## src/rtl/irqv_pkg.sv

```systemverilog
package irqv_pkg;

    localparam int ID_W   = 8;
    localparam int ADDR_W = 32;
    localparam int DATA_W = ADDR_W;
    localparam int SLOT_SH = 2;
    localparam int BASE_W = ADDR_W - ID_W - SLOT_SH;

    typedef enum logic [1:0] {
        SEQ_IDLE,
        SEQ_LOOKUP,
        SEQ_RESP,
        SEQ_REDIR
    } seq_state_e;

    typedef struct packed {
        logic              valid;
        logic [ADDR_W-1:0] pc;
    } redir_t;

    function automatic logic [ADDR_W-1:0] slot_addr(
        input logic [BASE_W-1:0] base,
        input logic [ID_W-1:0]   id
    );
        return {base, id, {SLOT_SH{1'b0}}};
    endfunction

endpackage

```

## src/rtl/irqv_claim_reg.sv

```systemverilog
module irqv_claim_reg
    import irqv_pkg::*;
(
    input  logic            clk,
    input  logic            rst,
    input  logic            capture,
    input  logic [ID_W-1:0] id_in,
    output logic [ID_W-1:0] claim_o
);

    always_ff @(posedge clk) begin
        if (rst) begin
            claim_o <= '0;
        end else if (capture) begin
            claim_o <= id_in;
        end
    end

    assert_claim_capture_R1: assert property (@(posedge clk) disable iff (rst)
        capture |=> claim_o == $past(id_in));

    assert_claim_hold_R1: assert property (@(posedge clk) disable iff (rst)
        !capture |=> $stable(claim_o));

endmodule

```

## src/rtl/irqv_addr_gen.sv

```systemverilog
module irqv_addr_gen
    import irqv_pkg::*;
(
    input  logic [BASE_W-1:0] base_i,
    input  logic [ID_W-1:0]   id_i,
    output logic [ADDR_W-1:0] addr_o
);

    always_comb begin
        addr_o = slot_addr(base_i, id_i);
    end

endmodule

```

## src/rtl/irqv_seq.sv

```systemverilog
module irqv_seq
    import irqv_pkg::*;
(
    input  logic              clk,
    input  logic              rst,
    input  logic              start_i,
    input  logic [ADDR_W-1:0] slot_addr_i,
    output logic              mem_req_o,
    output logic [ADDR_W-1:0] mem_addr_o,
    input  logic [DATA_W-1:0] mem_rdata_i,
    input  logic              mem_err_i,
    output redir_t            redir_o,
    input  logic              ack_i,
    output logic              err_o,
    output logic              busy_o
);

    seq_state_e        state_q;
    logic [ADDR_W-1:0] pc_q;
    logic              err_q;

    always_ff @(posedge clk) begin
        if (rst) begin
            state_q <= SEQ_IDLE;
            pc_q    <= '0;
            err_q   <= 1'b0;
        end else begin
            err_q <= 1'b0;
            unique case (state_q)
                SEQ_IDLE: begin
                    if (start_i) state_q <= SEQ_LOOKUP;
                end
                SEQ_LOOKUP: begin
                    state_q <= SEQ_RESP;
                end
                SEQ_RESP: begin
                    if (mem_err_i) begin
                        err_q   <= 1'b1;
                        state_q <= SEQ_IDLE;
                    end else begin
                        pc_q    <= mem_rdata_i[ADDR_W-1:0];
                        state_q <= SEQ_REDIR;
                    end
                end
                SEQ_REDIR: begin
                    if (ack_i) state_q <= SEQ_IDLE;
                end
                default: state_q <= SEQ_IDLE;
            endcase
        end
    end

    always_comb begin
        mem_req_o     = (state_q == SEQ_LOOKUP);
        mem_addr_o    = slot_addr_i;
        redir_o.valid = (state_q == SEQ_REDIR);
        redir_o.pc    = pc_q;
        err_o         = err_q;
        busy_o        = (state_q != SEQ_IDLE);
    end

    assert_req_single_R3: assert property (@(posedge clk) disable iff (rst)
        mem_req_o |=> !mem_req_o);

    assert_redir_word_R4: assert property (@(posedge clk) disable iff (rst)
        (state_q == SEQ_RESP && !mem_err_i) |=>
            (redir_o.valid && redir_o.pc == $past(mem_rdata_i)));

    assert_redir_hold_R5: assert property (@(posedge clk) disable iff (rst)
        (redir_o.valid && !ack_i) |=> (redir_o.valid && $stable(redir_o.pc)));

    assert_err_no_redir_R7: assert property (@(posedge clk) disable iff (rst)
        (state_q == SEQ_RESP && mem_err_i) |=> (err_o && !redir_o.valid));

endmodule

```

## src/rtl/irq_vec_redirect.sv

```systemverilog
module irq_vec_redirect
    import irqv_pkg::*;
#(
    parameter bit FAST_EN = 1'b1
) (
    input  logic              clk,
    input  logic              rst,
    input  logic              irq_valid_i,
    input  logic [ID_W-1:0]   irq_id_i,
    output logic              irq_accept_o,
    input  logic [BASE_W-1:0] tbl_base_i,
    output logic [ID_W-1:0]   claim_id_o,
    output logic              mem_req_o,
    output logic [ADDR_W-1:0] mem_addr_o,
    input  logic [DATA_W-1:0] mem_rdata_i,
    input  logic              mem_err_i,
    output logic              redir_valid_o,
    output logic [ADDR_W-1:0] redir_pc_o,
    input  logic              redir_ack_i,
    output logic              err_o,
    output logic              busy_o
);

    logic seq_busy;

    always_comb begin
        irq_accept_o = irq_valid_i && (irq_id_i != '0) && !seq_busy;
    end

    irqv_claim_reg u_claim (
        .clk     (clk),
        .rst     (rst),
        .capture (irq_accept_o),
        .id_in   (irq_id_i),
        .claim_o (claim_id_o)
    );

    generate
        if (FAST_EN) begin : g_fast
            logic [ADDR_W-1:0] slot;
            redir_t            redir;

            irqv_addr_gen u_addr (
                .base_i (tbl_base_i),
                .id_i   (claim_id_o),
                .addr_o (slot)
            );

            irqv_seq u_seq (
                .clk         (clk),
                .rst         (rst),
                .start_i     (irq_accept_o),
                .slot_addr_i (slot),
                .mem_req_o   (mem_req_o),
                .mem_addr_o  (mem_addr_o),
                .mem_rdata_i (mem_rdata_i),
                .mem_err_i   (mem_err_i),
                .redir_o     (redir),
                .ack_i       (redir_ack_i),
                .err_o       (err_o),
                .busy_o      (seq_busy)
            );

            always_comb begin
                redir_valid_o = redir.valid;
                redir_pc_o    = redir.pc;
            end

            assert_busy_after_accept_R8: assert property (@(posedge clk) disable iff (rst)
                irq_accept_o |=> busy_o);

            assert_no_accept_busy_R6: assert property (@(posedge clk) disable iff (rst)
                busy_o |-> !irq_accept_o);
        end else begin : g_claim_only
            logic unused_lite;
            always_comb begin
                seq_busy      = 1'b0;
                mem_req_o     = 1'b0;
                mem_addr_o    = '0;
                redir_valid_o = 1'b0;
                redir_pc_o    = '0;
                err_o         = 1'b0;
                unused_lite   = ^{tbl_base_i, mem_rdata_i, mem_err_i, redir_ack_i};
            end
        end
    endgenerate

    always_comb begin
        busy_o = seq_busy;
    end

    assert_zero_id_R2: assert property (@(posedge clk) disable iff (rst)
        irq_accept_o |-> (irq_valid_i && irq_id_i != '0));

endmodule

```

## config.mk

```make
export PLATFORM = sky130hd
export DESIGN_NAME = irq_vec_redirect
export DESIGN_NICKNAME = d
export VERILOG_FILES = /design/src/rtl/irqv_pkg.sv /design/src/rtl/irqv_claim_reg.sv /design/src/rtl/irqv_addr_gen.sv /design/src/rtl/irqv_seq.sv /design/src/rtl/irq_vec_redirect.sv
export SDC_FILE = /design/constraint.sdc
export NUM_CORES = 1
export LEC_CHECK = 0
export ABC_AREA = 1
export BUFFER_PORTS_ARGS = -buffer_cell sky130_fd_sc_hd__buf_2
export CAP_MARGIN = 15
export CORE_MARGIN = 2
export CORE_UTILIZATION = 35
export DETAILED_ROUTE_END_ITERATION = 12
export PLACE_DENSITY = 0.76
export SETUP_SLACK_MARGIN = 0.5
export SYNTH_ARGS = -nofsm -noshare
export SYNTH_HDL_FRONTEND = slang
export SYNTH_SLANG_ARGS = --single-unit
```

## constraint.sdc

```tcl
create_clock -name clk -period 1 [get_ports clk]
set_input_delay 0.2 -clock clk [delete_from_list [all_inputs] [get_ports clk]]
set_output_delay 0.2 -clock clk [all_outputs]
set_load 0.005 [all_outputs]
```

== Word level (Yosys, flattened, before mapping) ==
Cells that the tools add are included.
Cells by class
  eq/ne operators: 5
  bitwise operators: 2
  reductions and logical operators: 9
  multiplexer cells: 5
Operators with widths (count)
  $pmux 2 s4: 1
  $reduce_bool 8->1: 1
  $mux 2: 3
  $eq 2x2->1 const B: 2
  $reduce_and 2->1: 2
  $eq 2x1->1 const B: 1
  $logic_and 1x1->1: 2
  $logic_not 2->1: 1
  $ne 2x1->1 const B: 1
  $ne 2x2->1 const B: 1
  $not 1->1: 2
  $reduce_bool 2->1: 1
  $reduce_or 2->1: 1
  $logic_not 1->1: 1
  $mux 1: 1
Storage, ports and cells
  output and inout bits: 77
  register bits after elaboration: 43
  word-level logic and storage cells: 25
  bits of input ports: 67

== Logic depth before layout (Yosys ltp) ==
Gate-level depths: netlist (run 1).
  word-level depth: 5
  depth in mapped cells: 7
  gate-level depth less buffers: 7

== Modules after synthesis ==
From an unflattened synthesis (run 1), not the netlist that was laid out.
Unflattened totals
  cell total of the unflattened synthesis: 351
  area, all modules: 2339.7 µm²
Modules (own cells, without submodules)
  irqv_seq: area an instance 1716.6 µm², seq. area each 700.7 µm², times used 1, cells each 257
  irqv_claim_reg: area an instance 341.6 µm², seq. area each 160.2 µm², times used 1, cells each 51
  irqv_addr_gen: area an instance 244.0 µm², seq. area each 0.0 µm², times used 1, cells each 33
  irq_vec_redirect: area an instance 37.5 µm², seq. area each 0.0 µm², times used 1, cells each 10

== Least setup slack after synthesis (run 1) ==
Ideal clock, no wire load.
  path type: reg2reg
  start: register g_fast.u_seq.state_q[1]
  end: register g_fast.u_seq.pc_q[1]
  cell stages (with the launch flop): 6
  required time: 0.881 ns
  setup slack: -0.024 ns
  clock period less this slack: 1.024 ns
  buffers on the path: 2
  library setup time: 0.119 ns
  arrival time: 0.904 ns
  cells stage by stage: dfxtp_1 -> nand3b_2 -> buf_6 -> buf_6 -> o21ai_0 -> a21oi_1
On the way
  word-level cells in the longest chain between the ends: 2
RTL lines
  start: declaration: RTL line irqv_seq.sv:18  | seq_state_e state_q;
  start signal: assignment: RTL line irqv_seq.sv:24  | state_q <= SEQ_IDLE;
  start signal: assignment: RTL line irqv_seq.sv:31  | if (start_i) state_q <= SEQ_LOOKUP;
  start signal: assignment: RTL line irqv_seq.sv:34  | state_q <= SEQ_RESP;
  $eq 2x2->1: RTL line irqv_seq.sv:29  | unique case (state_q)
  $reduce_and 2->1 (no line)
  end signal: assignment: RTL line irqv_seq.sv:41  | pc_q <= mem_rdata_i[ADDR_W-1:0];
  end: declaration: RTL line irqv_seq.sv:19  | logic [ADDR_W-1:0] pc_q;
Every way passes these cells.
A chain may end at the register's enable or synchronous reset.

== Final worst setup path (run 1) ==
  start: register g_fast.u_seq.state_q[1]
  end: output port irq_accept_o
On the way
  word-level cells in the longest chain between the ends: 3
RTL lines
  $reduce_bool 2->1: RTL line irqv_seq.sv:59  | busy_o = (state_q != SEQ_IDLE);
  $logic_not 1->1: RTL line irq_vec_redirect.sv:27  | irq_accept_o = irq_valid_i && (irq_id_i != '0) && !seq_busy;
  $logic_and 1x1->1: RTL line irq_vec_redirect.sv:27
  end: declaration: RTL line irq_vec_redirect.sv:10  | output logic irq_accept_o,
Every way passes these cells.

==> results of run 1 <==
-- critical path: cells and delay by family, from the launching register on --
| family | cells | cell delay [ns] |
|---|---|---|
| flip-flops | 1 | 0.36 |
| buffers and inverters | 1 | 0.12 |
| AND/OR/NAND/NOR | 3 | 0.31 |
-- layout make-up --
class                      count  area share [%]
clock inverter                 3            1.52
inverter                      47            6.55
tap                           70            3.03
sequential                    43            31.8
timing repair buffer         120            30.1
multi-input combinational    121            24.6
clock buffer                   5            2.38
-- sequential cells by signal (all words and copies together) (netlist names) --
name	count
g_fast.u_seq.pc_q	32
g_fast.u_seq.err_o	1
g_fast.u_seq.state_q	2
u_claim.claim_o	8
-- repair_timing --
item	4_1_cts	5_1_grt
resized for setup	51	36
pin swaps	5	18
setup buffers	5	6
cloned	0	4
endpoints found under the setup margin	96	96
-- worst min-delay path by stage --
stage                     start                              endpoint  slack (ns)  cells after the start
after global placement      rst  g_fast.u_seq.state_q[0]$_SDFFE_PP0P_        0.39                      2
after global routing        rst  g_fast.u_seq.state_q[0]$_SDFFE_PP0P_        0.08                      2
after detailed placement    rst  g_fast.u_seq.state_q[0]$_SDFFE_PP0P_        0.40                      2
after CTS                   rst  g_fast.u_seq.state_q[0]$_SDFFE_PP0P_        0.07                      2
final                       rst  g_fast.u_seq.state_q[0]$_SDFFE_PP0P_        0.08                      2
after floorplan             rst  g_fast.u_seq.state_q[0]$_SDFFE_PP0P_        0.26                      1
-- routing by layer --
metal	track usage [%]	vias up
li1	-	916
met2	26.7	69
met1	14.4	800
met5	0	-
met4	8.07	0
met3	2.76	17
-- synthesized netlist by cell type --
| cell type | n | area [um2] |
|---|---|---|
| inv_1 | 46 | 173 |
| o21ai_1 | 5 | 25.0 |
| inv_2 | 1 | 3.75 |
| buf_4 | 33 | 248 |
| buf_6 | 5 | 56.3 |
| o21ai_0 | 29 | 145 |
| conb_1 | 1 | 3.75 |
| a21oi_1 | 32 | 160 |
| clkbuf_1 | 3 | 11.3 |
| nor2_1 | 27 | 101 |
| dfxtp_1 | 43 | 861 |
| buf_2 | 2 | 10.0 |
| nand3b_2 | 1 | 11.3 |
| nor2_4 | 1 | 11.3 |
| nand3_1 | 9 | 45.0 |
| nand2_1 | 15 | 56.3 |
-- cells by family (layout without fill, tap and decap cells) --
| kind of cell | Yosys count | in the layout | synth area share [%] |
|---|---|---|---|
| AO/OA/AOI/OAI | 66 | 66 | 17.2 |
| buffers and inverters | 90 | 175 | 26.1 |
| flip-flops | 43 | 43 | 44.8 |
| AND/OR/NAND/NOR | 53 | 53 | 11.7 |
| other | 1 | 2 | 0.195 |
-- per-stage QoR --
step           setup TNS (ns)  instances  util (%)  area [um2]
2_1_floorplan               0        254         -        2080
3_3_place_gp            -1.09        386      44.8        2330
3_5_place_dp            -1.48        386      44.8        2330
4_1_cts                 -5.12        399      49.6        2580
5_1_grt                -11.08        409      55.5        2890
6_report                -8.22        409      55.5        2890
-- power by group --
part	switching, uW	internal (uW)
registers	68.5	1830
clock network	615	744
logic	364	425
-- cells in the final DEF, fill, tap and decap left out, drive strengths merged, types with 3 or more instances in the layout --
cell type,Yosys,routed
a21oi,32,32
buf,40,116
clkbuf,3,9
clkinv,0,3
dfxtp,43,43
inv,47,46
nand2,15,15
nand3,9,9
nor2,28,28
o21ai,34,34
==> summary.txt, run 1 <==
Port Buffers - 97
die area - 6100 um2
maximum clock path buffer count - 2
R2R cell count - 8
status - complete, but fails checks
DR WL met2 - 2530 um
Die X - 78.1 um
via count - 1,802
vias in the first global route - 1,664
Clock Latency Late Sink - 0.29 ns
fin crit share - 128%
WL/cell - 12.2 um
P&R area growth vs syn - 50.2%
FP Rows - 26
kind of critical path - reg -> out
Final setup viols - 46
post-synthesis register bit count - 43
wl on met1 - 2070 um
I/O pins - 144
Critical Path Max Stage Delay - 0.36 ns
Static Leak - 0.00143 uW
R2R Setup Slk - -0.21 ns
Initial Util - 36.9%
first-pass GRT wire length - 6880 um
antenna violations before repair - 0
reg2reg end - u_claim.claim_o[6]$_SDFFE_PP0P_
VDD IR-drop max - 0.915 mV
area of the multi-input gates - 709 um2
Slew Limit Fails - 0
fmax - 0.782 GHz
Total Power - 4050 uW
Routed Antenna Nets - 0
Nets - 405
met3 wire len - 289 um
Worst Setup EP - irq_accept_o
Core Region - 5200 um2
Vias per Instance - 4.41
Inserted Clock Buffers - 5
share of cells above drive strength 1 - 60.8%
H-Tree Depth - 2
Initial DRT Pass Iterations - 4
MaxCap Viol Count - 0
DRT iter0 DRCs - 21
CP Capture Type - output pin
most used cell, CP - nor2_4
pre-CTS WS - -0.147 ns
post-route minimum period - 1.28 ns
hold_ws - 0.0820 ns
crit path launch - g_fast.u_seq.state_q[1]$_SDFFE_PP0P_
Antenna Cells - 0
# clock sinks - 43
final hold viol count - 0
Seq/Total Area, Yosys - 44.8%
YS warnings - 0
gp weighted congestion - 0.731
Synth cell types - 16
crit-path max FO - 3
# fillers - 476
Final HPWL DP - 3160 um
cell chain of the critical path - nor2_4 > nand2_4 > nor2_4 > buf_2
failing checks - setup timing
largest net degree at the start of global routing - 33
Avg Cell Area, Syn - 7.60 um2
synthesized area - 1920 um2
grt total ovfl - 0
final WL - 5010 um
residual DRC count - 0
root buf cell - clkbuf_8
Reg clk slew, reported paths - 0.09 ns
reg2reg start - g_fast.u_seq.state_q[1]$_SDFFE_PP0P_
Die Ht - 78.1 um
Clock Skew - 0.00638 ns
critical path arrival - 1.08 ns
Startpoint Class - register
GRT Resource Usage Total - 14.1%
RSZ-0062 raised after global routing - yes
CTS tree - yes
Synth Instances - 253
pwr dens - 1400 nW/um2
Hold Crit Class - in -> reg
Setup WS post-layout - -0.278 ns
hold buffers post-CTS - 0
CP required - 0.80 ns
highest routed metal layer - met4
Reg area - 918 um2
Critical Path Slowest Stage Cell - dfxtp_4
Note: power is estimated with default switching activity, not from simulation.
==> run 2, diff against run 1 <==
--- a/config.mk
+++ b/config.mk
@@ -8,10 +8,11 @@
 export ABC_AREA = 1
 export BUFFER_PORTS_ARGS = -buffer_cell sky130_fd_sc_hd__buf_2
 export CAP_MARGIN = 15
-export CORE_MARGIN = 2
+export CORE_MARGIN = 4
 export CORE_UTILIZATION = 35
 export DETAILED_ROUTE_END_ITERATION = 12
 export PLACE_DENSITY = 0.76
+export REMOVE_ABC_BUFFERS = 1
 export SETUP_SLACK_MARGIN = 0.5
 export SYNTH_ARGS = -nofsm -noshare
 export SYNTH_HDL_FRONTEND = slang
==> constraint.sdc (replaced) <==
create_clock -name clk -period 1 [get_ports clk]
set_input_delay 0.1 -clock clk [delete_from_list [all_inputs] [get_ports clk]]
set_output_delay 0.1 -clock clk [all_outputs]
set_load 0.005 [all_outputs]
==> summary.txt, run 2 (synthesis results as in run 1) <==
Antenna Cells - 0 (unchanged)
via count - 1,875 (was 1,802)
die area - 6740 um2 (was 6100 um2)
Reg power frac - 49.5% (was 46.9%)
antenna violations before repair - 0 (unchanged)
Port Buffers - 97 (unchanged)
final hold viol count - 2 (was 0)
Critical Path Max Stage Delay - 0.38 ns (was 0.36 ns)
crit-path max FO - 3 (unchanged)
first-pass GRT wire length - 7510 um (was 6880 um)
maximum clock path buffer count - 2 (unchanged)
DRT iter0 DRCs - 53 (was 21)
Die X - 82.1 um (was 78.1 um)
Fin Setup TNS - -3.92 ns (was -8.22 ns)
Initial Util - 36.9% (unchanged)
MaxCap Viol Count - 0 (unchanged)
fin cells - 409 (unchanged)
# clock sinks - 43 (unchanged)
kind of critical path - reg -> out (unchanged)
pwr dens - 1360 nW/um2 (was 1400 nW/um2)
reg2reg start - g_fast.u_seq.state_q[0]$_SDFFE_PP0P_ (was g_fast.u_seq.state_q[1]$_SDFFE_PP0P_)
placed cells - 385 (was 386)
placed cell area - 2260 um2 (was 2330 um2)
WL/cell - 14.0 um (was 12.2 um)
Inserted Clock Buffers - 5 (unchanged)
Critical Path Slowest Stage Cell - dfxtp_2 (was dfxtp_4)
Startpoint Class - register (unchanged)
Initial DRT Pass Iterations - 4 (unchanged)
Largest regs - g_fast.u_seq.pc_q x32, u_claim.claim_o x8, g_fast.u_seq.state_q x2 (unchanged)
FP Rows - 26 (unchanged)
GRT Resource Usage Total - 14.9% (was 14.1%)
NetSw - 972 uW (was 1050 uW)
share of cells above drive strength 1 - 56.6% (was 60.8%)
register with the most flip-flops - g_fast.u_seq.pc_q (unchanged)
residual DRC count - 0 (unchanged)
vias in the first global route - 1,629 (was 1,664)
Post-Route Utilization - 54.4% (was 55.5%)
hold_ws - -0.00676 ns (was 0.0820 ns)
fin crit share - 117% (was 128%)
post-route minimum period - 1.17 ns (was 1.28 ns)
most frequent cells in the layout - buf_2 (76), inv_1 (45), dfxtp_2 (41) (was buf_2 (86), inv_1 (44), dfxtp_2 (40))
gp weighted congestion - 0.742 (was 0.731)
Hold Crit Class - in -> reg (unchanged)
Die Ht - 82.1 um (was 78.1 um)
Final HPWL DP - 3670 um (was 3160 um)
RSZ-0062 raised after global routing - yes (unchanged)
CTS tree - yes (unchanged)
status - complete, but fails checks (unchanged)
Setup WS post-layout - -0.174 ns (was -0.278 ns)
cell chain of the critical path - inv_2 > buf_6 > nor2_4 > buf_2 (was nor2_4 > nand2_4 > nor2_4 > buf_2)
pre-CTS WS - -0.142 ns (was -0.147 ns)
Clock Latency Late Sink - 0.29 ns (about the same)
Post-Layout Inst Area - 2830 um2 (was 2890 um2)
Core Region - 5200 um2 (unchanged)
Reg clk slew, reported paths - 0.07 ns (was 0.09 ns)
power share of the clock group - 30.7% (was 33.6%)
P&R area growth vs syn - 47.3% (was 50.2%)
Vias per Instance - 4.58 (was 4.41)
root buf cell - clkbuf_8 (unchanged)
switching part of the total power - 25.2% (was 25.9%)
largest net degree at the start of global routing - 64 (was 33)
Routed Antenna Nets - 0 (unchanged)
critical path arrival - 1.07 ns (was 1.08 ns)
VDD IR-drop max - 0.787 mV (was 0.915 mV)
most common cell after layout, fill and taps aside - buf_2 (unchanged)
Final setup viols - 46 (unchanged)
Nets - 405 (unchanged)
CP Capture Type - output pin (unchanged)
critical path's top delay family - flip-flops (unchanged)
max reg flops - 32 (unchanged)
Slew Limit Fails - 0 (unchanged)
combinational power share - 19.9% (was 19.5%)
CP required - 0.90 ns (was 0.80 ns)
crit path launch - g_fast.u_seq.state_q[0]$_SDFFE_PP0P_ (was g_fast.u_seq.state_q[1]$_SDFFE_PP0P_)
final WL - 5740 um (was 5010 um)
H-Tree Depth - 2 (unchanged)
fmax - 0.852 GHz (was 0.782 GHz)
critical path buffer and inverter count - 3 (was 1)
grt total ovfl - 0 (unchanged)
Clock Skew - 0.00527 ns (was 0.00638 ns)
Min-Delay Startpoint - rst (unchanged)
failing checks - hold timing, setup timing (was setup timing)
Static Leak - 0.00139 uW (was 0.00143 uW)
I/O pins - 144 (unchanged)
Pint - 2890 uW (was 3000 uW)
-- run 2: cell types whose count changed in the layout (fill, tap and decap cells not counted), moves of 4 or more --
cell     before  now
buf_4         9   13
buf_6        17   25
buf_2        86   76
nand3_1       1    7
o21ai_1      17   21
o21ai_2      17   12
nand3_2       7    2
-- run 2: repair_timing --
action	in CTS	in global routing
pin swaps	5	3
gates cloned	1	4
endpoints found under the hold margin	2	1
gates resized for setup	77	44
endpoints found under the setup margin	96	96
setup buffers	8	3
-- run 2: through the flow --
stage               power, uW  hold WS [ns]
floorplan                2140         0.172
global placement         2440         0.200
detailed placement       2460         0.200
CTS                      3770       -0.0225
global route             4080       -0.0157
finish                   3860      -0.00676
-- run 2: routing by layer --
layer | GRT usage, % | vias up | part of all wire [%] | wire (um)
met3 | 9.76 | 10 | 11 | 644
met5 | 5.00 | - | 0.70 | 40
met1 | 17.0 | 850 | 40 | 2280
met2 | 22.3 | 92 | 47 | 2710
li1 | - | 921 | - | -
met4 | 4.49 | 2 | 1.1 | 61
-- run 2: worst paths after layout --
path,endpoint,slack [ns],cells past startpoint
worst max-delay path,mem_req_o,-0.17,4
worst min-delay path,g_fast.u_seq.err_o$_SDFF_PP0_,-0.007,2
worst max register to register,g_fast.u_seq.pc_q[22]$_SDFFE_PP0P_,-0.12,5
worst min register to register,g_fast.u_seq.pc_q[28]$_SDFFE_PP0P_,0.44,2
-- run 2: power by group through the flow --
| stage | registers (uW) | logic [uW] | clock network (uW) |
|---|---|---|---|
| after floorplan | 1920 | 221 | 0 |
| after global placement | 1910 | 533 | 0 |
| after detailed placement | 1910 | 544 | 0 |
| after CTS | 1890 | 642 | 1240 |
| after global routing | 1920 | 850 | 1310 |
| final | 1910 | 767 | 1180 |
-- run 2: cell type report --
cell class	count	area [um2]
Sequential cell	43	916
Multi-Input combinational cell	121	652
Fill cell	490	2370
Clock buffer	8	100
Timing Repair Buffer	120	895
Tap cell	70	87.6
Inverter	47	181
